**config.mk**
```make
export PLATFORM = sky130hd
export DESIGN_NAME = i2c_eeprom_seq
export DESIGN_NICKNAME = d
export VERILOG_FILES = /design/src/rtl/i2c_eeprom_pkg.sv /design/src/rtl/i2c_quarter_timer.sv /design/src/rtl/i2c_byte_engine.sv /design/src/rtl/i2c_eeprom_seq.sv
export SDC_FILE = /design/constraint.sdc
export NUM_CORES = 1
export LEC_CHECK = 0
export ABC_AREA = 1
export ABC_CLOCK_PERIOD_IN_PS = 2500
export CORE_ASPECT_RATIO = 0.8
export CORE_MARGIN = 10
export CORE_UTILIZATION = 55
export CTS_BUF_LIST = sky130_fd_sc_hd__clkbuf_4
export CTS_CLUSTER_SIZE = 8
export DETAILED_ROUTE_END_ITERATION = 16
export PLACE_DENSITY = 0.9
export SETUP_SLACK_MARGIN = 0.05
export SYNTH_ARGS = -nofsm -noshare
export SYNTH_HDL_FRONTEND = slang
export SYNTH_SLANG_ARGS = --single-unit
```
**constraint.sdc**
```tcl
create_clock -name clk -period 2.5 [get_ports clk]
set_clock_uncertainty 0.15 [all_clocks]
set_input_delay 0.625 -clock clk [delete_from_list [all_inputs] [get_ports clk]]
set_output_delay 0.625 -clock clk [all_outputs]
set_load 0.02 [all_outputs]
```
**src/rtl/i2c_eeprom_pkg.sv**
```systemverilog
package i2c_eeprom_pkg;

    // Low-level bus actions carried out by the byte engine
    typedef enum logic [1:0] {
        OP_START = 2'd0,
        OP_STOP  = 2'd1,
        OP_TX    = 2'd2,
        OP_RX    = 2'd3
    } bus_op_e;

    // Transaction sequencer steps
    typedef enum logic [3:0] {
        SQ_IDLE   = 4'd0,
        SQ_START  = 4'd1,
        SQ_CTRLW  = 4'd2,
        SQ_MADDR  = 4'd3,
        SQ_WDATA  = 4'd4,
        SQ_RSTART = 4'd5,
        SQ_CTRLR  = 4'd6,
        SQ_RDBYTE = 4'd7,
        SQ_STOP   = 4'd8
    } seq_st_e;

    // Fixed upper nibble of the control byte for serial EEPROMs
    localparam logic [3:0] CTRL_PREFIX = 4'b1010;

endpackage

```
**src/rtl/i2c_quarter_timer.sv**
```systemverilog
module i2c_quarter_timer #(
    parameter int QDIV = 250
) (
    input  logic clk,
    input  logic rst_n,
    input  logic en,
    output logic tick
);
    localparam int CW = (QDIV > 1) ? $clog2(QDIV) : 1;
    localparam logic [CW-1:0] LAST = CW'(QDIV - 1);

    logic [CW-1:0] cnt_d, cnt_q;

    // Counter restarts whenever the engine is idle, so each quarter is full length
    always_comb begin
        tick = en && (cnt_q == LAST);
        if (!en || tick) begin
            cnt_d = '0;
        end else begin
            cnt_d = cnt_q + 1'b1;
        end
    end

    always_ff @(posedge clk or negedge rst_n) begin
        if (!rst_n) begin
            cnt_q <= '0;
        end else begin
            cnt_q <= cnt_d;
        end
    end
endmodule

```
**src/rtl/i2c_byte_engine.sv**
```systemverilog
module i2c_byte_engine
    import i2c_eeprom_pkg::*;
#(
    parameter int QDIV = 250
) (
    input  logic       clk,
    input  logic       rst_n,
    input  logic       go,
    input  bus_op_e    op,
    input  logic [7:0] tx_byte,
    input  logic       send_ack,
    input  logic       sda_in,
    output logic       busy,
    output logic       done,
    output logic [7:0] rx_byte,
    output logic       slave_ack,
    output logic       scl_low,
    output logic       sda_low
);
    localparam logic [3:0] ACK_BIT = 4'd8;

    typedef struct packed {
        logic       busy;
        bus_op_e    op;
        logic [1:0] qph;
        logic [3:0] bitn;
        logic [7:0] sh;
        logic       send_ack;
        logic       slave_ack;
        logic       done;
        logic       scl_low;
        logic       sda_low;
    } eng_t;

    eng_t d, q;
    logic tick;

    i2c_quarter_timer #(.QDIV(QDIV)) u_timer (
        .clk   (clk),
        .rst_n (rst_n),
        .en    (q.busy),
        .tick  (tick)
    );

    always_comb begin
        d      = q;
        d.done = 1'b0;

        if (!q.busy) begin
            if (go) begin
                d.busy     = 1'b1;
                d.op       = op;
                d.qph      = 2'd0;
                d.bitn     = 4'd0;
                d.sh       = (op == OP_TX) ? tx_byte : 8'h00;
                d.send_ack = send_ack;
            end
        end else if (tick) begin
            // Sample at the middle of the SCL high time
            if (q.qph == 2'd1) begin
                if (q.op == OP_RX && !q.bitn[3]) begin
                    d.sh = {q.sh[6:0], sda_in};
                end
                if (q.op == OP_TX && q.bitn == ACK_BIT) begin
                    d.slave_ack = !sda_in;
                end
            end
            if (q.qph == 2'd3) begin
                if (q.op == OP_START || q.op == OP_STOP || q.bitn == ACK_BIT) begin
                    d.busy = 1'b0;
                    d.done = 1'b1;
                end else begin
                    d.bitn = q.bitn + 4'd1;
                    d.qph  = 2'd0;
                    if (q.op == OP_TX) begin
                        d.sh = {q.sh[6:0], 1'b0};
                    end
                end
            end else begin
                d.qph = q.qph + 2'd1;
            end
        end

        // Line levels for the quarter being entered; held when idle
        if (d.busy) begin
            d.scl_low = !((d.qph == 2'd1) || (d.qph == 2'd2) ||
                          (d.op == OP_STOP && d.qph == 2'd3));
            case (d.op)
                OP_START: d.sda_low = d.qph[1];
                OP_STOP:  d.sda_low = !d.qph[1];
                OP_TX:    d.sda_low = d.bitn[3] ? 1'b0 : !d.sh[7];
                default:  d.sda_low = d.bitn[3] ? d.send_ack : 1'b0;
            endcase
        end
    end

    always_ff @(posedge clk or negedge rst_n) begin
        if (!rst_n) begin
            q <= '0;
        end else begin
            q <= d;
        end
    end

    assign busy      = q.busy;
    assign done      = q.done;
    assign rx_byte   = q.sh;
    assign slave_ack = q.slave_ack;
    assign scl_low   = q.scl_low;
    assign sda_low   = q.sda_low;
endmodule

```
**src/rtl/i2c_eeprom_seq.sv**
```systemverilog
module i2c_eeprom_seq
    import i2c_eeprom_pkg::*;
#(
    parameter int QDIV  = 250,
    parameter int LEN_W = 8
) (
    input  logic             clk,
    input  logic             rst_n,
    input  logic             cmd_valid,
    input  logic             cmd_read,
    input  logic [2:0]       cmd_dev,
    input  logic [7:0]       cmd_mem,
    input  logic [7:0]       cmd_wdata,
    input  logic [LEN_W-1:0] cmd_len,
    output logic             busy,
    output logic             done,
    output logic             error,
    output logic             rd_valid,
    output logic [7:0]       rd_data,
    output logic             scl_drive_low,
    output logic             sda_drive_low,
    input  logic             sda_line
);
    localparam logic [LEN_W-1:0] LEN_ONE = LEN_W'(1);

    typedef struct packed {
        seq_st_e          st;
        logic             go;
        logic             rd;
        logic [2:0]       dev;
        logic [7:0]       mem;
        logic [7:0]       wdata;
        logic [LEN_W-1:0] left;
        logic             err;
        logic             busy;
        logic             done;
        logic             error;
        logic             rvalid;
        logic [7:0]       rdata;
    } seq_t;

    seq_t d, q;

    bus_op_e    eng_op;
    logic [7:0] eng_tx;
    logic       eng_send_ack;
    logic       eng_busy;
    logic       eng_done;
    logic [7:0] eng_rx;
    logic       eng_ack;

    // Action and byte presented to the engine for the current step
    always_comb begin
        case (q.st)
            SQ_START, SQ_RSTART: eng_op = OP_START;
            SQ_STOP:             eng_op = OP_STOP;
            SQ_RDBYTE:           eng_op = OP_RX;
            default:             eng_op = OP_TX;
        endcase
        case (q.st)
            SQ_CTRLW: eng_tx = {CTRL_PREFIX, q.dev, 1'b0};
            SQ_CTRLR: eng_tx = {CTRL_PREFIX, q.dev, 1'b1};
            SQ_MADDR: eng_tx = q.mem;
            default:  eng_tx = q.wdata;
        endcase
        eng_send_ack = (q.left != LEN_ONE);
    end

    i2c_byte_engine #(.QDIV(QDIV)) u_engine (
        .clk       (clk),
        .rst_n     (rst_n),
        .go        (q.go),
        .op        (eng_op),
        .tx_byte   (eng_tx),
        .send_ack  (eng_send_ack),
        .sda_in    (sda_line),
        .busy      (eng_busy),
        .done      (eng_done),
        .rx_byte   (eng_rx),
        .slave_ack (eng_ack),
        .scl_low   (scl_drive_low),
        .sda_low   (sda_drive_low)
    );

    always_comb begin
        d        = q;
        d.go     = 1'b0;
        d.done   = 1'b0;
        d.error  = 1'b0;
        d.rvalid = 1'b0;

        if (q.st == SQ_IDLE) begin
            if (cmd_valid && (!cmd_read || (cmd_len != '0))) begin
                d.st    = SQ_START;
                d.go    = 1'b1;
                d.busy  = 1'b1;
                d.err   = 1'b0;
                d.rd    = cmd_read;
                d.dev   = cmd_dev;
                d.mem   = cmd_mem;
                d.wdata = cmd_wdata;
                d.left  = cmd_len;
            end
        end else if (eng_done) begin
            d.go = 1'b1;
            case (q.st)
                SQ_START:  d.st = SQ_CTRLW;
                SQ_RSTART: d.st = SQ_CTRLR;
                SQ_CTRLW:  d.st = eng_ack ? SQ_MADDR : SQ_STOP;
                SQ_MADDR:  d.st = !eng_ack ? SQ_STOP : (q.rd ? SQ_RSTART : SQ_WDATA);
                SQ_WDATA:  d.st = SQ_STOP;
                SQ_CTRLR:  d.st = eng_ack ? SQ_RDBYTE : SQ_STOP;
                SQ_RDBYTE: begin
                    d.rvalid = 1'b1;
                    d.rdata  = eng_rx;
                    if (q.left == LEN_ONE) begin
                        d.st = SQ_STOP;
                    end else begin
                        d.left = q.left - LEN_ONE;
                    end
                end
                default: begin
                    d.st    = SQ_IDLE;
                    d.go    = 1'b0;
                    d.busy  = 1'b0;
                    d.done  = 1'b1;
                    d.error = q.err;
                end
            endcase
            // A refused master byte ends the transfer early
            if ((q.st == SQ_CTRLW || q.st == SQ_MADDR || q.st == SQ_WDATA ||
                 q.st == SQ_CTRLR) && !eng_ack) begin
                d.err = 1'b1;
            end
        end
    end

    always_ff @(posedge clk or negedge rst_n) begin
        if (!rst_n) begin
            q    <= '0;
            q.st <= SQ_IDLE;
        end else begin
            q <= d;
        end
    end

    assign busy     = q.busy;
    assign done     = q.done;
    assign error    = q.error;
    assign rd_valid = q.rvalid;
    assign rd_data  = q.rdata;
endmodule

```
==> summary.md, run 1 <==
| Metric | Value |
|---|---|
| Iter 0 DRT Violations | 336 |
| Share of cells above drive strength 1 | 0.09612 |
| Hold Fails Final Rpt | 0 |
| Sum Neg Setup Slack | 0 ns |
| Crit end category | flop |
| Commonest non-fill, non-tap cells in the layout | 147 x nand2_1, 76 x dfrtp_1, 56 x inv_1, 44 x clkdlybuf4s50_1, 37 x nor2_1 |
| Die Y | 95.38 um |
| Number of synthesized register bits | 76 |
| Dpl cell area | 4428 um2 |
| Total track usage | 0.1816 |
| Final ANT Viol Nets | 0 |
| Fillers | 542 |
| WL final | 9483 um |
| First-pass GRT wire length | 15880 um |
| DRT Pass-1 Iters | 6 |
| Setup Viol. Count Final | 0 |
| Die Wd | 114.2 um |
| Core Box Area | 6892 um2 |
| Sequential area share after synthesis | 0.4869 |
| # port buffers | 45 |
| Hold WS | 0.3446 ns |
| Remaining DRCs | 0 |
| Grt ovf | 0 |
| DR vias | 3467 |
| Syn. warnings | 0 |
| Setup crit start kind | flop |
| Placer Congestion | 1.009 |
| Die area | 10890 um2 |
| Clk root buf | clkbuf_4 |
| Synth Flop Type | dfrtp_1 |
| Row Count | 27 |
| Setup CP Type | reg2reg |
| Synth cell types | 42 |
| Clock sink count | 76 |
| Hold Crit Class | reg2reg |
| Post-CTS Repair Setup Buffers | 0 |
| CTS Buf Count | 9 |
| Slew Limit Fails | 0 |
| TritonCTS clock tree | built |
| Min Tclk post-route | 2.286 ns |
| Synth Area per Inst | 8.005 um2 |
| Area grow syn2layout | 17.81% |
| Leakage | 2.332 nW |
| Pwr per Cell Area | 471.6 nW/um2 |
| Worst rel slew slack | 0.6024 |
| Net count after synthesis | 529 |
| Largest net degree at the start of global routing | 38 |
| WP data required | 2.65 ns |
| Util after Layout | 0.6678 |
| Diode count | 0 |
| Finished Cell Area | 4602 um2 |
| Netlist Area Pre-Place | 3906 um2 |
| DR vias/cell | 5.521 |
| Total of max-cap violations | 0 |
| CP max FO | 8 |
| Ports | 46 |
| Mapped Cells | 488 |
| Vias in the first global route | 3428 |
| Measured slew at the worst slew-check pin | 0.5963 ns |
| Worst skew pair latency | 0.45 ns |
| VDD IR-drop max | 0.3145 mV |
| Fmax | 437.5 MHz |
| Fraction of registers with async set or reset after synthesis | 1.000 |
| H-tree depth | 3 |
| Clock buffer depth | 2 |
| Arr. time, crit path | 2.43 ns |
| Setup repair after global routing missed its margin | no |
| Post-DP HPWL | 7196 um |
| Number of synthesized flops with an enable pin | 0 |
| Final period util | 0.9143 |
| Wire per inst | 15.10 um |
| Initial Util | 0.5668 |
| Clock slew at reported path FFs | 0.12 ns |
| Outcome | finished, final reports clean |
| Total power draw | 2.170 mW |
| Layout Nets | 577 |
| Commonest non-fill, non-tap cell in the layout | nand2_1 |
| Initial antenna violation count | 0 |
| Resized cells post-CTS | 0 |
metal layers:
metal,up-vias,global-route usage,part of all wire
met1,1589,0.2208,0.42
met2,177,0.2988,0.47
met4,0,0.08750,0.032
li1,1661,-,-
met5,-,0,0
met3,40,0.04457,0.082
sequential cells by signal (all words and copies together), names as in the netlist, 8 cells and up:
register	flops
q	34
u_engine.q	9
rd_data	8
u_engine.rx_byte	8
u_engine.u_timer.cnt_q	8
per-stage QoR:
step | worst slack, ns | cells
after CTS | 0.2537 | 628
after detailed placement | 0.1363 | 611
after floorplan | 0.6523 | 488
final | 0.2143 | 628
after global placement | 0.2356 | 611
after global routing | 0.1122 | 628
timing repair:
item / CTS / global route
endpoints found under the setup margin: 0 / 0
hold endpoints to repair: 34 / 0
hold buffers: 1 / 0
Yosys cell counts, drive strengths merged, types with 3 or more instances:
cell type	n	area share
dfrtp	76	0.49
nand3	24	0.034
nand4	5	0.0096
o211ai	4	0.0077
nand2	152	0.15
o22ai	7	0.011
ha	9	0.029
nor2	46	0.053
buf	13	0.022
inv	64	0.061
a21oi	21	0.029
o221ai	3	0.0067
o21ai	29	0.037
nor3	10	0.015
xor2	4	0.0090
area by class of cell:
cell class,instances,area [um2],share of cell area
Clock inverter,6,88.84,0.01930
Timing Repair Buffer,52,515.5,0.1120
Sequential cell,76,1902,0.4133
Clock buffer,10,75.07,0.01631
Tap cell,87,108.9,0.02365
Inverter,65,245.2,0.05329
Multi-Input combinational cell,332,1667,0.3622
kinds of logic (layout without fill, tap and decap cells):
| logic type | count (synthesis) | after routing | synth area share |
|---|---|---|---|
| buffers and inverters | 80 | 133 | 0.08648 |
| adder cells (fa/ha/maj) | 9 | 9 | 0.02883 |
| AND/OR/NAND/NOR | 242 | 242 | 0.2707 |
| AO/OA/AOI/OAI | 76 | 76 | 0.1160 |
| flip-flops | 76 | 76 | 0.4869 |
| XOR/XNOR | 5 | 5 | 0.01121 |
power breakdown:
part	leakage, nW	internal [mW]	switching, mW	total, mW
clock	0.0826	0.416	0.443	0.859
combinational	1.32	0.0473	0.0353	0.0826
sequential	0.927	1.23	0	1.23
total	2.33	1.69	0.478	2.17
path summary, 6_finish.rpt:
| path | start | endpoint | slack (ns) | cells after the start |
|---|---|---|---|---|
| min in group asynchronous | rst_n | q[31]$_DFFE_PN0P_ | 0.52 | 2 |
| max in group asynchronous | rst_n | u_engine.slave_ack$_DFFE_PN0P_ | 1.07 | 3 |
| worst min-delay path | q[23]$_DFFE_PN0P_ | q[23]$_DFFE_PN0P_ | 0.34 | 2 |
| worst max-delay path | q[45]$_DFFE_PN0P_ | u_engine.rx_byte[1]$_DFFE_PN0P_ | 0.21 | 6 |
| worst max register to register | q[45]$_DFFE_PN0P_ | u_engine.rx_byte[1]$_DFFE_PN0P_ | 0.21 | 6 |
| worst min register to register | q[23]$_DFFE_PN0P_ | q[23]$_DFFE_PN0P_ | 0.34 | 2 |
worst max-delay path, cell delays in order (launching register included):
cell      delay (ns)
dfrtp_1         0.47
nor2_1          0.33
nand2_2         0.16
inv_2           0.16
nor2_2          0.10
a221oi_1        0.56
o221ai_1        0.20
Power figures use the tool's default switching activity.
==> run 2: changes to the inputs <==
--- a/config.mk
+++ b/config.mk
@@ -17,2 +17,3 @@
 export SETUP_SLACK_MARGIN = 0.05
+export SKIP_LAST_GASP = 1
 export SYNTH_ARGS = -nofsm -noshare
--- a/constraint.sdc
+++ b/constraint.sdc
@@ -4,2 +4,2 @@
 set_output_delay 0.625 -clock clk [all_outputs]
-set_load 0.02 [all_outputs]
+set_load 0.01 [all_outputs]
==> results of run 2 <==
Final layout, timing and power as in run 1 (identical DEF).
